File: src/rtl/casc_pkg.sv
package casc_pkg;
  localparam int unsigned LINES      = 8;
  localparam int unsigned LW         = $clog2(LINES);
  localparam int unsigned VW         = 8;
  localparam int unsigned NSRC       = 2 * LINES;
  localparam int unsigned CASC_LINE  = 2;
  localparam logic [LINES-1:0] M_TM_MASK = 8'hF8;
  localparam logic [LINES-1:0] S_TM_MASK = 8'hDE;

  typedef enum logic {ACK_IDLE, ACK_HOLD} ack_st_e;
endpackage

File: src/rtl/casc_tm_reg.sv
module casc_tm_reg #(
  parameter int unsigned N = 8,
  parameter logic [N-1:0] MASK = '1
) (
  input  logic         clk_i,
  input  logic         rst_ni,
  input  logic         we_i,
  input  logic [N-1:0] wdata_i,
  output logic [N-1:0] tm_o
);
  always_ff @(posedge clk_i or negedge rst_ni) begin
    if (!rst_ni)   tm_o <= '0;
    else if (we_i) tm_o <= wdata_i & MASK;
  end
endmodule

File: src/rtl/casc_line_core.sv
module casc_line_core #(
  parameter int unsigned N  = 8,
  parameter int unsigned LW = $clog2(N)
) (
  input  logic          clk_i,
  input  logic          rst_ni,
  input  logic [N-1:0]  req_i,
  input  logic [N-1:0]  set_i,
  input  logic [N-1:0]  tm_i,
  input  logic [N-1:0]  clr_i,
  output logic [N-1:0]  irr_o,
  output logic [N-1:0]  irr_nxt_o,
  output logic          win_vld_o,
  output logic [LW-1:0] win_idx_o
);
  logic [N-1:0] last_q;

  // level lines mirror input; edge lines latch rise, clear on service
  always_comb begin
    for (int i = 0; i < N; i++) begin
      if (tm_i[i]) irr_nxt_o[i] = req_i[i];
      else         irr_nxt_o[i] = (irr_o[i] & ~clr_i[i]) | (req_i[i] & ~last_q[i]) | set_i[i];
    end
  end

  always_ff @(posedge clk_i or negedge rst_ni) begin
    if (!rst_ni) begin
      irr_o  <= '0;
      last_q <= '0;
    end else begin
      irr_o  <= irr_nxt_o;
      last_q <= req_i;
    end
  end

  // fixed priority, line 0 highest
  always_comb begin
    win_vld_o = 1'b0;
    win_idx_o = '0;
    for (int i = N - 1; i >= 0; i--) begin
      if (irr_o[i]) begin
        win_vld_o = 1'b1;
        win_idx_o = LW'(i);
      end
    end
  end
endmodule

File: src/rtl/casc_ack_seq.sv
module casc_ack_seq
  import casc_pkg::*;
#(
  parameter int unsigned N    = 8,
  parameter int unsigned LW   = $clog2(N),
  parameter int unsigned VW   = 8,
  parameter int unsigned CASC = 2
) (
  input  logic          clk_i,
  input  logic          rst_ni,
  input  logic          ack_i,
  input  logic          m_vld_i,
  input  logic [LW-1:0] m_idx_i,
  input  logic          s_vld_i,
  input  logic [LW-1:0] s_idx_i,
  input  logic [VW-1:0] m_base_i,
  input  logic [VW-1:0] s_base_i,
  output logic [N-1:0]  m_clr_o,
  output logic [N-1:0]  s_clr_o,
  output logic [VW-1:0] vec_o,
  output logic          vld_o
);
  localparam logic [VW-1:0] LOW_ONES  = VW'((1 << LW) - 1);
  localparam logic [VW-1:0] BASE_MASK = ~LOW_ONES;

  ack_st_e       st_q;
  logic          take;
  logic [VW-1:0] vec_d;

  assign take  = (st_q == ACK_IDLE) && ack_i;
  assign vld_o = (st_q == ACK_HOLD);

  always_comb begin
    m_clr_o = '0;
    s_clr_o = '0;
    if (!m_vld_i) begin
      vec_d = (m_base_i & BASE_MASK) | LOW_ONES;
    end else if (m_idx_i == LW'(CASC)) begin
      m_clr_o[CASC] = take;
      if (s_vld_i) begin
        s_clr_o[s_idx_i] = take;
        vec_d = (s_base_i & BASE_MASK) | VW'(s_idx_i);
      end else begin
        vec_d = (s_base_i & BASE_MASK) | LOW_ONES;
      end
    end else begin
      m_clr_o[m_idx_i] = take;
      vec_d = (m_base_i & BASE_MASK) | VW'(m_idx_i);
    end
  end

  always_ff @(posedge clk_i or negedge rst_ni) begin
    if (!rst_ni) begin
      st_q  <= ACK_IDLE;
      vec_o <= '0;
    end else begin
      case (st_q)
        ACK_IDLE: if (ack_i) begin
          st_q  <= ACK_HOLD;
          vec_o <= vec_d;
        end
        default: if (!ack_i) st_q <= ACK_IDLE;
      endcase
    end
  end
endmodule

File: src/rtl/casc_vec_ack.sv
module casc_vec_ack
  import casc_pkg::*;
(
  input  logic            clk_i,
  input  logic            rst_ni,
  input  logic [NSRC-1:0] irq_i,
  input  logic            ack_i,
  input  logic [VW-1:0]   m_base_i,
  input  logic [VW-1:0]   s_base_i,
  input  logic            tm_we_i,
  input  logic            tm_sel_i,
  input  logic [LINES-1:0] tm_wdata_i,
  output logic [VW-1:0]   vec_o,
  output logic            vec_vld_o,
  output logic            int_o,
  output logic [LINES-1:0] tm_m_o,
  output logic [LINES-1:0] tm_s_o
);
  localparam logic [LINES-1:0] CASC_BIT = LINES'(1) << CASC_LINE;

  logic [1:0][LINES-1:0] tm_q;
  logic [LINES-1:0] m_req, m_set, m_clr, m_irr, m_nxt;
  logic [LINES-1:0] s_req, s_clr, s_irr, s_nxt;
  logic             m_vld, s_vld;
  logic [LW-1:0]    m_idx, s_idx;

  for (genvar c = 0; c < 2; c++) begin : g_tm
    casc_tm_reg #(
      .N    (LINES),
      .MASK (c == 0 ? M_TM_MASK : S_TM_MASK)
    ) u_tm (
      .clk_i   (clk_i),
      .rst_ni  (rst_ni),
      .we_i    (tm_we_i && (tm_sel_i == 1'(c))),
      .wdata_i (tm_wdata_i),
      .tm_o    (tm_q[c])
    );
  end

  assign tm_m_o = tm_q[0];
  assign tm_s_o = tm_q[1];

  assign m_req = irq_i[LINES-1:0] & ~CASC_BIT;
  assign s_req = irq_i[NSRC-1:LINES];
  // cascade: rise+fall each update, so line re-arms while secondary pends
  assign m_set = (|s_nxt) ? CASC_BIT : '0;

  casc_line_core #(.N(LINES), .LW(LW)) u_sec (
    .clk_i     (clk_i),
    .rst_ni    (rst_ni),
    .req_i     (s_req),
    .set_i     ('0),
    .tm_i      (tm_q[1]),
    .clr_i     (s_clr),
    .irr_o     (s_irr),
    .irr_nxt_o (s_nxt),
    .win_vld_o (s_vld),
    .win_idx_o (s_idx)
  );

  casc_line_core #(.N(LINES), .LW(LW)) u_pri (
    .clk_i     (clk_i),
    .rst_ni    (rst_ni),
    .req_i     (m_req),
    .set_i     (m_set),
    .tm_i      (tm_q[0]),
    .clr_i     (m_clr),
    .irr_o     (m_irr),
    .irr_nxt_o (m_nxt),
    .win_vld_o (m_vld),
    .win_idx_o (m_idx)
  );

  casc_ack_seq #(.N(LINES), .LW(LW), .VW(VW), .CASC(CASC_LINE)) u_ack (
    .clk_i    (clk_i),
    .rst_ni   (rst_ni),
    .ack_i    (ack_i),
    .m_vld_i  (m_vld),
    .m_idx_i  (m_idx),
    .s_vld_i  (s_vld),
    .s_idx_i  (s_idx),
    .m_base_i (m_base_i),
    .s_base_i (s_base_i),
    .m_clr_o  (m_clr),
    .s_clr_o  (s_clr),
    .vec_o    (vec_o),
    .vld_o    (vec_vld_o)
  );

  assign int_o = m_vld;
endmodule

File: config.mk
export PLATFORM = sky130hd
export DESIGN_NAME = casc_vec_ack
export DESIGN_NICKNAME = d
export VERILOG_FILES = /design/src/rtl/casc_pkg.sv /design/src/rtl/casc_tm_reg.sv /design/src/rtl/casc_line_core.sv /design/src/rtl/casc_ack_seq.sv /design/src/rtl/casc_vec_ack.sv
export SDC_FILE = /design/constraint.sdc
export NUM_CORES = 1
export LEC_CHECK = 0
export ABC_AREA = 1
export CAP_MARGIN = 0
export CORE_MARGIN = 3
export CORE_UTILIZATION = 45
export CTS_BUF_LIST = sky130_fd_sc_hd__clkbuf_8
export DETAILED_ROUTE_END_ITERATION = 10
export MAX_ROUTING_LAYER = met4
export PLACE_DENSITY = 0.76
export SKIP_CTS_REPAIR_TIMING = 1
export SYNTH_ARGS = -nofsm -noshare
export SYNTH_HDL_FRONTEND = slang
export SYNTH_HIERARCHICAL = 1
export SYNTH_SLANG_ARGS = --single-unit
File: constraint.sdc
create_clock -name clk_i -period 5.1 [get_ports clk_i]
set_input_delay 0.765 -clock clk_i [delete_from_list [all_inputs] [get_ports clk_i]]
set_output_delay 0.765 -clock clk_i [all_outputs]
set_load 0.01 [all_outputs]
# Word-level counts from Yosys, hierarchy flattened

Cells that the tools add are included.

Bits of input ports: 45
Memories: 0
Logic and storage cells: 170
Memory bits (writable): 0
Bits in latches: 0
Flip-flop bits (word level): 51
ROM bits: 0

Multiplexer cells: 59
Eq/ne operators: 1
Shift operators: 0
Order comparisons: 4
Reductions and logical operators: 7
Multipliers: 0
$add $sub $neg: 0
Divide/modulo/power cells: 0
Bitwise operators: 91

Operators by type and width:

| kind                 | count |
|---|---|
| $mux W8              | 7 |
| $mux W3              | 17 |
| $not A1 Y1           | 33 |
| $and A1 B1 Y1        | 31 |
| $mux W1              | 31 |
| $or A1 B1 Y1         | 18 |
| $and A8 B8 Y8        | 2 |
| $or A8 B3 Y8         | 2 |
| $lt A3 B4 Y1 const B | 2 |
| $reduce_or A8 Y1     | 1 |
| $demux W1 S3         | 2 |
| $ge A3 B1 Y1 const B | 2 |
| $logic_and A1 B1 Y1  | 5 |
| $mux W5              | 1 |
| $or A1 B1 Y1 const B | 5 |
| $eq A3 B2 Y1 const B | 1 |
| $mux W2              | 1 |
| $reduce_and A2 Y1    | 1 |

# Logic depth before layout (Yosys ltp)

Depth in word-level cells: 23
Depth in mapped cells: 21
Depth with buffers taken out: 21

# Cells and area by module

The synthesis kept the hierarchy.

By module, submodules not included:

| module                     | area each (µm²) | times used | cells an instance | seq. area each (µm²) |
|---|---|---|---|---|
| casc_line_core             | 669.4           | 2          | 79                | 400.4 |
| casc_ack_seq               | 680.7           | 1          | 104               | 225.2 |
| casc_tm_reg (g_tm[1].u_tm) | 240.2           | 1          | 28                | 150.1 |
| casc_tm_reg (g_tm[0].u_tm) | 211.5           | 1          | 25                | 125.1 |
| casc_vec_ack               | 75.1            | 1          | 20                | 0.0 |

# Worst setup path before layout

Ideal clock, no wire load.

Path kind: register -> register
Start point: register u_pri.irr_o[7]
End point: register u_pri.irr_o[2]
Clock period less this slack: 2.045 ns
Arrival time: 1.962 ns
Stages on the path, launching flop included: 20
Library setup time: 0.083 ns
Slack: 3.055 ns
Required time: 5.017 ns
Path buffers: 0
Cells stage by stage: dfrtp_1 > inv_1 > nand2_1 > nor3_1 > nand2_1 > inv_2 > nor2_8 > nand2_4 > nor2_8 > nand2_4 > nor2_1 > nor2_1 > nor2_1 > o21ai_0 > inv_1 > nand2_1 > nor2_1 > nand2_1 > nor2_1 > o21ai_0

RTL lines:

| item                     | RTL line             | text |
|---|---|---|
| start: declaration       | casc_line_core.sv:11 | `output logic [N-1:0] irr_o,` |
| start signal: assignment | casc_line_core.sv:31 | `irr_o <= irr_nxt_o;` |
| $mux W1 (8 in a row)     | casc_line_core.sv:41 | `if (irr_o[i]) begin` |
| net int_o                | casc_vec_ack.sv:15   | `output logic int_o,` |
| $mux W8                  | casc_ack_seq.sv:36   | `if (!m_vld_i) begin` |
| net m_clr[2]             | casc_vec_ack.sv:22   | `logic [LINES-1:0] m_req, m_set, m_clr, m_irr, m_nxt;` |
| $not A1 Y1               | casc_line_core.sv:22 | `else irr_nxt_o[i] = (irr_o[i] & ~clr_i[i]) \| (req_i[i] & ~last_q[i]) \| set_i[i];` |
| $and A1 B1 Y1            | casc_line_core.sv:22 |  |
| $or A1 B1 Y1             | casc_line_core.sv:22 |  |
| net m_nxt[2]             | casc_vec_ack.sv:22   |  |

The timed path passes the listed nets, and every way through them passes these cells.
A chain may end at the register's enable or synchronous reset.

# Worst setup path after layout

Start point: input ack_i
End point: register u_pri.irr_o[2]

RTL lines:

| item                    | RTL line             | text |
|---|---|---|
| start: declaration      | casc_vec_ack.sv:7    | `input logic ack_i,` |
| $logic_and A1 B1 Y1 *   | casc_ack_seq.sv:30   | `assign take = (st_q == ACK_IDLE) && ack_i;` |
| $and A8 B8 Y8 (no line) | --                   |  |
| $mux W1 *               | casc_ack_seq.sv:38   | `end else if (m_idx_i == LW'(CASC)) begin` |
| $mux W8 *               | casc_ack_seq.sv:36   |  |
| net m_clr[2]            | casc_vec_ack.sv:22   |  |
| $not A1 Y1 *            | casc_line_core.sv:22 |  |
| $and A1 B1 Y1 *         | casc_line_core.sv:22 |  |
| $or A1 B1 Y1 *          | casc_line_core.sv:22 |  |
| net m_nxt[2]            | casc_vec_ack.sv:22   |  |

The timed path passes the listed nets; every way through them passes the cells marked *.

==> impl_metrics.json <==
{
  "outcome": "completed",
  "worstMarginPinSlew_ns": 0.643,
  "layout_setup_ws_ns": 2.55,
  "detail-route-antenna-nets": 0,
  "drt-total-wl_um": 5110,
  "grtUsageTotal_pct": 18.0,
  "arrival_ns": 2.74,
  "clk_path_buf_depth": 2,
  "worst_setup_path_end_kind": "flip-flop",
  "crit_family": "simple AND/OR/NAND/NOR gates",
  "numPortBuffers": 57,
  "fmax_ghz": 0.392,
  "rsz0062_at_grt": "no",
  "finalPower_mw": 0.919,
  "drive_above_1_share_pct": 6.28,
  "ios": 71,
  "synth_area_leader_cell": "dfrtp_1",
  "hpwl_um": 3910,
  "yosysSeqAreaShare_pct": 51.1,
  "cp_cell_sequence": "clkdlybuf4s50_1 -> nand2_1 -> nor2_8 -> nand2_4 -> nor2_1 -> nor2_1 -> nor2_1 -> o21ai_0 -> inv_1 -> nand2_1 -> nor2_1 -> nand2_1 -> nor2_1 -> o21ai_0",
  "drt_iter0_drc": 250,
  "cts_sinks": 52,
  "crit_top_cell": "nor2_1",
  "clock_skew_ns": 0.00577,
  "dr_total_vias": 2118,
  "die_x_um": 81.2,
  "dieArea_um2": 6600,
  "antenna_found_initial": 0,
  "grt_pass1_wl_um": 8980,
  "max-cap-violations": 0,
  "grt_max_degree": 53,
  "p_leak_nw": 1.79,
  "synth.area.top_cells": "dfrtp_1, nand2_1, inv_1",
  "required_ns": 5.29,
  "wl_per_cell_um": 10.6,
  "synth_cell_types": 18,
  "cts-root-buf": "clkbuf_8",
  "yosys_warnings": 6,
  "cts_made_buffers": 5,
  "htree_levels": 2,
  "fin_nets": 458,
  "hold_ws_ns": 0.484,
  "avgSynthCellArea_um2": 7.60,
  "postSynthCellCount": 335,
  "area_growth_pct": 30.7,
  "finalHoldViolCount": 0,
  "first_global_vias": 2138,
  "final_max_slew_viol_count": 0,
  "pre_cts_slack_ns": 2.23,
  "antenna_cells": 0,
  "die_h_um": 81.2,
  "grt.overflow.total": 0,
  "clk_latency_ns": 0.30,
  "vdd_drop_max_v": 0.000149,
  "layout_common_cells": "nand2_1, inv_1, nor2_1, clkdlybuf4s50_1, dfrtp_1",
  "drc": 0,
  "initial_core_util_pct": 48.0,
  "crit_path_max_fanout": 11,
  "max_stage_delay_ns": 0.48,
  "slew_headroom_pct": 57.1,
  "worstSetupPathType": "in -> reg",
  "dp_cells": 476,
  "ys_ff_latch": 52,
  "timing.final.crit_share_pct": 50.0,
  "p_per_area_nw_per_um2": 276,
  "mostFrequentLayoutCell": "nand2_1",
  "fill_cells": 492,
  "path_clk_slew_ns": 0.09,
  "syn_area_um2": 2550,
  "yosysTopAreaCellShare_pct": 51.1,
  "setup_tns_ns": 0,
  "fin_crit_ns": 2.55,
  "finalSetupViolCount": 0,
  "placement_rows": 26,
  "worstSetupStartpointType": "input port",
  "routed_via_density": 4.38,
  "design.core.area_um2": 5300,
  "cts_tree": "done",
  "hp-class": "reg -> reg",
  "final_cells": 484,
  "critPathBufInv": 2,
  "dr.pass1.iters": 4,
  "finalWeightedCongestion": 0.859,
  "cp_slowest_cell": "clkdlybuf4s50_1"
}
[worst min-delay path: stages (launching register included)]
cell     delay [ns]
dfrtp_1        0.35
nand2_1        0.05
nand2_1        0.05
[registers in the layout, summed over array words and instances (netlist names)]
name	cells
g_tm.u_tm/tm_o	11
u_ack/vec_o	8
u_ack/vld_o	1
u_pri/irr_o	8
u_pri/last_q	8
u_sec/irr_o	8
u_sec/last_q	8
[metal layers]
metal  share of wire [%]  routed length (µm)  GRT usage [%]  up-vias
li1                    -                   -              -     1137
met1                  46                2340           21.9      912
met2                  46                2340           29.6       65
met3                 7.1                 362           3.66        4
met4                 1.3                  65           7.09        0
met5                   0                   0              -        -
[worst paths after layout]
| check | startpoint | to | slack, ns | depth (start not counted) |
|---|---|---|---|---|
| max | ack_i | u_pri/irr_o[2] | 2.55 | 14 |
| min | u_ack/vec_o[3] | u_ack/vec_o[3] | 0.48 | 2 |
| max reg2reg | u_pri/irr_o[0] | u_pri/irr_o[2] | 2.64 | 17 |
| min reg2reg | u_ack/vec_o[3] | u_ack/vec_o[3] | 0.48 | 2 |
| max in group asynchronous | rst_ni | u_pri/irr_o[7] | 4.11 | 2 |
| min in group asynchronous | rst_ni | u_sec/last_q[1] | 0.57 | 2 |
[metrics by stage]
stage / util (%) / instance area, µm²
floorplan: - / 2620
global placement: 61.0 / 3240
CTS: 62.7 / 3330
detailed placement: 61.0 / 3240
finish: 62.7 / 3330
global route: 62.7 / 3330
[synthesized netlist by cell type]
cell     count
nand2_4      3
a21oi_1      3
nor2_1      56
buf_2        1
a31oi_1      2
conb_1       3
nor2_8       3
a21oi_2      2
nand4_1      2
inv_1       59
dfrtp_1     52
nand2_1     82
buf_4        5
nand3_1     16
nor3_1       4
o21ai_1      1
o21ai_0     33
inv_2        8
[area by class of cell]
type | count | area (µm²) | share of cell area [%]
Sequential cell | 52 | 1300 | 39.1
Multi-Input combinational cell | 229 | 1020 | 30.7
Timing Repair Buffer | 58 | 573 | 17.2
Inverter | 67 | 251 | 7.56
Tap cell | 70 | 87.6 | 2.63
Clock buffer | 5 | 68.8 | 2.07
Clock inverter | 3 | 22.5 | 0.677
[logic make-up after synthesis]
| logic type | Yosys count | share of synthesized area, % |
|---|---|---|
| flops | 52 | 51.1 |
| other cells | 3 | 0.442 |
| simple gates | 166 | 28.5 |
| buf+inv | 73 | 11.5 |
| compound gates | 41 | 8.45 |
[report_power, final]
group          switching [mW]  internal (mW)
sequential             0.0239          0.454
combinational           0.108         0.0958
clock                   0.138         0.0986
No activity file was read; power rests on OpenSTA's default activity.
